<file path="src/rtl/rate_div_pkg.sv">
package rate_div_pkg;

   typedef enum logic {
      SEL_OK  = 1'b0,
      SEL_BAD = 1'b1
   } sel_status_e;

   // Number of bits needed to count up to n inclusive
   function automatic int unsigned cnt_bits(input int unsigned n);
      return (n < 2) ? 1 : $clog2(n + 1);
   endfunction

endpackage

</file>
<file path="src/rtl/rate_div_decoder.sv">
module rate_div_decoder
   import rate_div_pkg::*;
#(
   parameter int unsigned CNT_W       = 4,
   parameter int unsigned NUM_RATES   = 8,
   parameter logic [NUM_RATES*CNT_W-1:0] PRECOUNTS = '0,
   parameter int unsigned DEFAULT_PRE = 8
) (
   input  logic [NUM_RATES-1:0] rate_sel_n,
   output logic [CNT_W-1:0]     precount_o,
   output logic                 sel_err_o
);

   localparam int unsigned SEL_W = cnt_bits(NUM_RATES);

   logic [NUM_RATES-1:0] hit;
   logic [CNT_W-1:0]     masked [NUM_RATES];
   logic [CNT_W-1:0]     merged;
   logic [SEL_W-1:0]     n_low;
   sel_status_e          status;

   for (genvar i = 0; i < NUM_RATES; i++) begin : g_rate
      assign hit[i]    = ~rate_sel_n[i];
      assign masked[i] = hit[i] ? PRECOUNTS[i*CNT_W +: CNT_W] : '0;
   end

   always_comb begin
      merged = '0;
      n_low  = '0;
      for (int j = 0; j < NUM_RATES; j++) begin
         merged = merged | masked[j];
         n_low  = n_low + SEL_W'(hit[j]);
      end
      status = (n_low == SEL_W'(1)) ? SEL_OK : SEL_BAD;
   end

   assign precount_o = (status == SEL_OK) ? merged : CNT_W'(DEFAULT_PRE);
   assign sel_err_o  = (status == SEL_BAD);

endmodule

</file>
<file path="src/rtl/rate_div_counter.sv">
module rate_div_counter #(
   parameter int unsigned CNT_W = 4
) (
   input  logic             clk,
   input  logic             rst,
   input  logic [CNT_W-1:0] precount_i,
   output logic [CNT_W-1:0] count_o,
   output logic             term_o
);

   localparam logic [CNT_W-1:0] ALL_ONES = '1;

   logic [CNT_W-1:0] count_q;
   logic             at_top;

   assign at_top = (count_q == ALL_ONES);

   always_ff @(posedge clk) begin
      if (rst || at_top) begin
         count_q <= precount_i;
      end else begin
         count_q <= count_q + 1'b1;
      end
   end

   assign count_o = count_q;
   assign term_o  = at_top;

endmodule

</file>
<file path="src/rtl/rate_div_toggle.sv">
module rate_div_toggle (
   input  logic clk,
   input  logic rst,
   input  logic tick_i,
   output logic q_o
);

   logic q_q;

   always_ff @(posedge clk) begin
      if (rst) begin
         q_q <= 1'b0;
      end else if (tick_i) begin
         q_q <= ~q_q;
      end
   end

   assign q_o = q_q;

endmodule

</file>
<file path="src/rtl/rate_divider.sv">
module rate_divider #(
   parameter int unsigned CNT_W       = 4,
   parameter int unsigned NUM_RATES   = 8,
   parameter logic [NUM_RATES*CNT_W-1:0] PRECOUNTS = 32'hDA40_FEC8,
   parameter int unsigned DEFAULT_PRE = 8
) (
   input  logic                 clk,
   input  logic                 rst,
   input  logic [NUM_RATES-1:0] rate_sel_n,
   output logic                 data_clk,
   output logic                 term_pulse,
   output logic                 sel_err
);

   localparam int unsigned CNT_MAX = (1 << CNT_W) - 1;

   if (CNT_W < 2) begin : g_bad_width
      $error("rate_divider: CNT_W must be at least 2");
   end
   if (NUM_RATES < 1) begin : g_bad_rates
      $error("rate_divider: NUM_RATES must be at least 1");
   end
   if (DEFAULT_PRE > CNT_MAX) begin : g_bad_default
      $error("rate_divider: DEFAULT_PRE does not fit in CNT_W bits");
   end

   logic [CNT_W-1:0] pre_w;
   logic [CNT_W-1:0] cnt_w;
   logic             tc_w;

   rate_div_decoder #(
      .CNT_W       (CNT_W),
      .NUM_RATES   (NUM_RATES),
      .PRECOUNTS   (PRECOUNTS),
      .DEFAULT_PRE (DEFAULT_PRE)
   ) dec_i (
      .rate_sel_n (rate_sel_n),
      .precount_o (pre_w),
      .sel_err_o  (sel_err)
   );

   rate_div_counter #(
      .CNT_W (CNT_W)
   ) cnt_i (
      .clk        (clk),
      .rst        (rst),
      .precount_i (pre_w),
      .count_o    (cnt_w),
      .term_o     (tc_w)
   );

   rate_div_toggle tog_i (
      .clk    (clk),
      .rst    (rst),
      .tick_i (tc_w),
      .q_o    (data_clk)
   );

   assign term_pulse = tc_w;

endmodule

</file>
<file path="config.mk">
export PLATFORM = sky130hd
export DESIGN_NAME = rate_divider
export DESIGN_NICKNAME = d
export VERILOG_FILES = /design/src/rtl/rate_div_pkg.sv /design/src/rtl/rate_div_decoder.sv /design/src/rtl/rate_div_counter.sv /design/src/rtl/rate_div_toggle.sv /design/src/rtl/rate_divider.sv
export SDC_FILE = /design/constraint.sdc
export NUM_CORES = 1
export LEC_CHECK = 0
export ABC_CLOCK_PERIOD_IN_PS = 4490
export BUFFER_PORTS_ARGS = -buffer_cell sky130_fd_sc_hd__buf_2
export CAP_MARGIN = 20
export CORE_AREA = 2 2 39 41
export CTS_CLUSTER_DIAMETER = 150
export DETAILED_ROUTE_END_ITERATION = 6
export DIE_AREA = 0 0 41 43
export PLACE_DENSITY = 0.65
export SLEW_MARGIN = 20
export SYNTH_ARGS = -nofsm -noshare
export SYNTH_HDL_FRONTEND = slang
export SYNTH_SLANG_ARGS = --single-unit
</file>
<file path="constraint.sdc">
create_clock -name clk -period 4.49 [get_ports clk]
set_input_delay 0.2245 -clock clk [delete_from_list [all_inputs] [get_ports clk]]
set_output_delay 0.2245 -clock clk [all_outputs]
set_load 0.05 [all_outputs]
</file>
* Word-level counts from Yosys, hierarchy flattened
Cells that the tools add are included.
Cells by class: div/mod/pow operators 0, equality and inequality tests 2, mux-type cells 10, shift operators 0, add/sub/neg operators 8, magnitude comparators 0, bitwise gates (word level) 15, multiply operators 0, reductions and logical operators 1
Operators by type and width (number):
- $mux W4 | 8
- $add A4 B1 Y4 | 6
- $or A4 B4 Y4 | 6
- $not A1 Y1 | 9
- $add A4 B1 Y4 const B | 1
- $eq A4 B1 Y1 const B | 1
- $eq A4 B4 Y1 const B | 1
- $mux W3 | 1
- $add A1 B1 Y2 | 1
- $logic_or A1 B1 Y1 | 1
- $mux W1 | 1
Word-level totals: latch bits 0, input bits 10, word-level logic and storage cells 38, flip-flop bits (word level) 5, RAM bits 0, bits in read-only memories 0, memories 0

* Longest topological paths before layout
depth in word-level cells 11, mapped depth 10, depth with buffers taken out 10

* Cells and area by module
Synthesis repeated with hierarchy kept, for this count alone.
Unflattened totals: cell total of the unflattened synthesis 50, area total of the unflattened synthesis 465.4 µm²
By module, submodules not included:
- rate_div_decoder | area each 230.2 µm², instances 1, cells an instance 29, sequential area each 0.0 µm²
- rate_div_counter | area each 202.7 µm², instances 1, cells an instance 18, sequential area each 80.1 µm²
- rate_div_toggle | area each 32.5 µm², instances 1, cells an instance 3, sequential area each 20.0 µm²

* Worst setup path after synthesis
OpenSTA, ideal clock, no wires.
path kind input to register, start input rate_sel_n[0], end register cnt_i.count_q[3], in the netlist cnt_i.count_o[3], slack 974 ps, arrival time 3394 ps, required time 4368 ps, stages 10, cells stage by stage inv_1 ha_1 fa_1 fa_1 inv_1 fa_1 fa_1 o31ai_4 o2111ai_4 o32a_1
On the way: longest elaborated chain between the ends 11, elaborated cells between the ends (all ways) 18
RTL lines:
- start, declared | RTL line rate_divider.sv:9 | input logic [NUM_RATES-1:0] rate_sel_n,
- $not A1 Y1 | RTL line rate_div_decoder.sv:23 | assign hit[i] = ~rate_sel_n[i];
- $add A1 B1 Y2 | RTL line rate_div_decoder.sv:32 | n_low = n_low + SEL_W'(hit[j]);
- $add A4 B1 Y4 (6 in series) | RTL line rate_div_decoder.sv:32
- $eq A4 B1 Y1 | RTL line rate_div_decoder.sv:34 | status = (n_low == SEL_W'(1)) ? SEL_OK : SEL_BAD;
- $mux W4 (*) | RTL line rate_div_decoder.sv:37 | assign precount_o = (status == SEL_OK) ? merged : CNT_W'(DEFAULT_PRE);
- $mux W4 (*) | RTL line rate_div_counter.sv:19 | if (rst || at_top) begin
- end signal, assigned | RTL line rate_div_counter.sv:20 | count_q <= precount_i;
- end signal, assigned | RTL line rate_div_counter.sv:22 | count_q <= count_q + 1'b1;
- end, declared | RTL line rate_div_counter.sv:13 | logic [CNT_W-1:0] count_q;
Mark *: on every way between the ends. The rest lies on a longest branch, timed or not. A chain may end at the register's enable or synchronous reset.

* Final worst setup path
start input rate_sel_n[1], end output sel_err
On the way: longest elaborated chain between the ends 10
RTL lines:
- $not A1 Y1 | RTL line rate_div_decoder.sv:23
- $add A1 B1 Y2 | RTL line rate_div_decoder.sv:32
- $add A4 B1 Y4 (6 in series) | RTL line rate_div_decoder.sv:32
- $eq A4 B1 Y1 | RTL line rate_div_decoder.sv:34
- $mux W1 | RTL line rate_div_decoder.sv:34
- end, declared | RTL line rate_divider.sv:12 | output logic sel_err
No other way between the ends.

==> flow_summary.html <==
<table>
<tr><th>Metric</th><th>Value</th></tr>
<tr><th colspan="2">Min path</th></tr>
<tr><td>Worst min-delay path category</td><td>input port to flip-flop</td></tr>
<tr><th colspan="2">Global routing</th></tr>
<tr><td>Global routing met1 resource utilization</td><td>12.50%</td></tr>
<tr><td>Initial antenna violation count</td><td>0</td></tr>
<tr><td>Pin count of the biggest net entering global routing</td><td>6</td></tr>
<tr><td>Most heavily used metal layer in global routing</td><td>met2</td></tr>
<tr><td>Met2 Track Usage GR</td><td>20.31%</td></tr>
<tr><td>GRT Residual Overflow</td><td>0</td></tr>
<tr><td>First-pass GRT wire length</td><td>1.380 mm</td></tr>
<tr><td>Via count of the first global-routing pass</td><td>365</td></tr>
<tr><td>GR Layer Usage met3</td><td>1.571%</td></tr>
<tr><td>Total Routing Usage GR</td><td>11.63%</td></tr>
<tr><th colspan="2">Clock network</th></tr>
<tr><td>Number of buffers on the longest clock path</td><td>2</td></tr>
<tr><td>Clk sink count</td><td>5</td></tr>
<tr><td>Clock transition at the registers of the reported paths</td><td>50 ps</td></tr>
<tr><td># resized after CTS</td><td>0</td></tr>
<tr><td>Worst-Skew Late Latency</td><td>240 ps</td></tr>
<tr><td>Number of levels the H-tree was split into</td><td>1</td></tr>
<tr><td>Number of buffers created by CTS</td><td>3</td></tr>
<tr><td>Clk root buf</td><td>clkbuf_4</td></tr>
<tr><td>Number of buffers inserted for hold repair after clock tree synthesis</td><td>0</td></tr>
<tr><td>Number of setup buffers added after CTS</td><td>0</td></tr>
<tr><td>Clock tree from TritonCTS</td><td>yes</td></tr>
<tr><th colspan="2">STA</th></tr>
<tr><td>Sum Neg Setup Slack</td><td>0 ps</td></tr>
<tr><td>Remaining max-slew budget at the tightest pin</td><td>78.80%</td></tr>
<tr><td>Count of final max-slew check failures</td><td>0</td></tr>
<tr><td>Final setup violation count</td><td>0</td></tr>
<tr><td>Unrepaired setup endpoints after global routing</td><td>no</td></tr>
<tr><td>Worst Tran Pin Value</td><td>316.8 ps</td></tr>
<tr><td>Timing-limited maximum frequency</td><td>285.4 MHz</td></tr>
<tr><td>Fin. Hold Viols</td><td>0</td></tr>
<tr><td>Share of the cycle needed by the critical path after routing</td><td>78.02%</td></tr>
<tr><td>Layout Skew</td><td>4.769 ps</td></tr>
<tr><td>Minimum period implied by the final worst setup slack</td><td>3503 ps</td></tr>
<tr><th colspan="2">Power</th></tr>
<tr><td>Net Sw Power</td><td>90.23 uW</td></tr>
<tr><td>Relative contribution of combinational cells to total power</td><td>48.3%</td></tr>
<tr><td>Cell internal power dissipation</td><td>138.3 uW</td></tr>
<tr><td>Leak</td><td>0.0002907 uW</td></tr>
<tr><td>Part of the power in the clock network</td><td>22.4%</td></tr>
<tr><td>Peak ir drop on the vdd network</td><td>103.9 uV</td></tr>
<tr><td>Total power density per cell area</td><td>402.4 mW/mm^2</td></tr>
<tr><td>Switching Share</td><td>39.47%</td></tr>
<tr><td>Power share of the sequential group</td><td>29.3%</td></tr>
<tr><th colspan="2">Final layout</th></tr>
<tr><td>Share of layout cells above drive strength 1</td><td>32.26%</td></tr>
<tr><td>Antenna fix cells</td><td>0</td></tr>
<tr><td>Count of non-filler cells in the finished layout</td><td>78</td></tr>
<tr><td>Layout filler cell count</td><td>139</td></tr>
<tr><td>Leading cell type in the layout, fill and taps excluded</td><td>buf_2</td></tr>
<tr><td>Number of nets in the final layout</td><td>82</td></tr>
<tr><td>Area added between synthesis and finish</td><td>21.72%</td></tr>
<tr><td>Commonest non-fill, non-tap cells in the layout</td><td>buf_2 (12), inv_1 (11), ha_1 (5), dfxtp_1 (5), fa_1 (4)</td></tr>
<tr><th colspan="2">Place</th></tr>
<tr><td>Placed wire-length estimate after detailed placement</td><td>736.5 um</td></tr>
<tr><td>Cell Count Post-Placement</td><td>74</td></tr>
<tr><td>Buffers on Ports</td><td>12</td></tr>
<tr><td>Final RePlAce weighted congestion</td><td>0.7107</td></tr>
<tr><th colspan="2">Critical path</th></tr>
<tr><td>Category of the most critical setup path</td><td>input port to output pin</td></tr>
<tr><td>Type of destination of the critical path</td><td>output pin</td></tr>
<tr><td>Data arrival at the endpoint of the critical path</td><td>3280 ps</td></tr>
<tr><td>Worst Setup Start Kind</td><td>input port</td></tr>
<tr><td>Required @ worst endpoint</td><td>4270 ps</td></tr>
<tr><td>Maximum fanout along the worst path</td><td>5</td></tr>
<tr><th colspan="2">Synthesis</th></tr>
<tr><td>Post-synthesis net count</td><td>66</td></tr>
<tr><td>Ranking of synthesized cells by area</td><td>dfxtp_1 (21%), fa_1 (17%), ha_1 (13%)</td></tr>
<tr><td>Synth Warn #</td><td>0</td></tr>
<tr><td>Adder-cell share of the synthesized area</td><td>30.56%</td></tr>
<tr><td>Yosys cell types</td><td>21</td></tr>
<tr><td>Number of register bits inferred by synthesis</td><td>5</td></tr>
<tr><td>Xor-xnor portion of the synthesized cell area</td><td>3.753%</td></tr>
<tr><td>Compound-cell area share of the yosys netlist</td><td>23.06%</td></tr>
<tr><td>Mux cell area share after synthesis</td><td>0%</td></tr>
<tr><td>Syn_area_per_cell</td><td>9.930 um^2</td></tr>
<tr><td>Post-synthesis cell area</td><td>466.7 um^2</td></tr>
<tr><td>Basic-gate share of the synthesized area counting and, or, nand and nor cells</td><td>11.26%</td></tr>
<tr><td>Yosys top cell area share</td><td>21.45%</td></tr>
<tr><td>Cell taking the most area after synthesis</td><td>dfxtp_1</td></tr>
<tr><td>Seq/Total Area, Yosys</td><td>21.45%</td></tr>
<tr><td>Dominant combinational cell family by area after synthesis</td><td>adder cells</td></tr>
<tr><td>Cell count after synthesis</td><td>47</td></tr>
<tr><th colspan="2">Floorplanning</th></tr>
<tr><td>Placeable core region</td><td>0.001384 mm^2</td></tr>
<tr><td>Initial core utilization</td><td>33.73%</td></tr>
<tr><td>IO Count</td><td>13</td></tr>
<tr><td>Die width</td><td>41 um</td></tr>
<tr><td>Placement row count</td><td>14</td></tr>
<tr><td>Die ar.</td><td>0.001763 mm^2</td></tr>
<tr><td>Die outline height</td><td>43 um</td></tr>
<tr><th colspan="2">Status</th></tr>
<tr><td>Status</td><td>complete, no violations</td></tr>
<tr><th colspan="2">Detailed routing</th></tr>
<tr><td>Routed via count divided by cell count</td><td>4.821</td></tr>
<tr><td>Average wire length per cell after detail routing</td><td>10.77 um</td></tr>
<tr><td>Detailed-route via count</td><td>376</td></tr>
<tr><td>Antenna violation net count after detailed routing</td><td>0</td></tr>
<tr><td>Initial DRT Pass Iterations</td><td>4</td></tr>
<tr><td>Total Routed Length</td><td>840 um</td></tr>
<tr><td>Number of design-rule violations left by the first detailed-router iteration</td><td>9</td></tr>
<tr><td>DR DRC count</td><td>0</td></tr>
<tr><th colspan="2">Run</th></tr>
<tr><td>Total of max-cap violations</td><td>0</td></tr>
</table>
## kinds of logic after synthesis
| logic type | Yosys count |
|---|---|
| simple gates | 9 |
| fa+ha+maj | 9 |
| flops | 5 |
| compound gates | 10 |
| buf+inv | 12 |
| xor+xnor | 2 |
## sequential cells by signal, indices dropped and copies added (netlist names)
name	cells
cnt_i.count_o	4
tog_i.q_o	1
## power by group through the flow
| stage | Clock (uW) | Sequential [uW] | Combinational (uW) |
|---|---|---|---|
| finish | 51.2 | 66.9 | 110 |
| global route | 54.8 | 68.7 | 125 |
| CTS | 52.4 | 66.9 | 112 |
| detailed placement | 0 | 67.7 | 111 |
| global placement | 0 | 67.4 | 110 |
| floorplan | 0 | 68.3 | 87.6 |
## worst paths after layout
path                                  from  cells past startpoint  slack, ps                       end
setup / recovery             rate_sel_n[1]                     11        990                   sel_err
hold / removal                         rst                      2        200    tog_i.q_o$_SDFFE_PP0P_
setup reg to reg  cnt_i.count_o[0]$_DFF_P_                      5       3070  cnt_i.count_o[2]$_DFF_P_
hold reg to reg   cnt_i.count_o[0]$_DFF_P_                      1        510  cnt_i.count_o[0]$_DFF_P_
## per-layer routing
metal | vias up | part of all wire [%]
met5 | - | 0
met4 | 0 | 0
met3 | 0 | 4.8
met2 | 10 | 53
met1 | 179 | 42
li1 | 187 | -
## cell type report
cell class	count	area, um^2	share of cell area [%]
Tap cell	16	20.02	3.524
Multi-Input combinational cell	30	320.3	56.39
Sequential cell	5	100.1	17.62
Timing Repair Buffer	12	60.06	10.57
Clock buffer	4	26.28	4.626
Inverter	11	41.29	7.269
## synthesized netlist by cell type (all sizes together)
library cell / instances
a21o: 1
nand3: 2
o31ai: 1
a31o: 2
o2111ai: 1
dfxtp: 5
a21oi: 1
and3: 2
nor2b: 1
nor3: 1
ha: 5
nor2: 2
buf: 1
o32ai: 1
fa: 4
o32a: 1
o21ai: 1
xnor2: 2
o22ai: 1
nand2: 1
inv: 11
## metrics by stage
step	setup slack [ps]	instance area [um^2]	power, uW	hold WS [ps]	utilization (%)
6_report	986.7	568.0	228.6	204.4	41.05
5_1_grt	830.9	568.0	248.0	214.8	41.05
4_1_cts	970.8	568.0	231.7	201.3	41.05
3_5_place_dp	962.1	541.8	178.3	454.0	39.15
3_3_place_gp	1002	541.8	176.9	449.9	39.15
2_1_floorplan	973.7	466.7	155.9	296.9	-
## critical path, stage by stage
cell and delay, ps:
buf_2 100, inv_1 40, ha_1 280, fa_1 450
fa_1 490, inv_1 50, fa_1 430, fa_1 490
o31ai_4 280, o2111ai_4 180, buf_2 250
No activity file was read; power rests on OpenSTA's default activity.
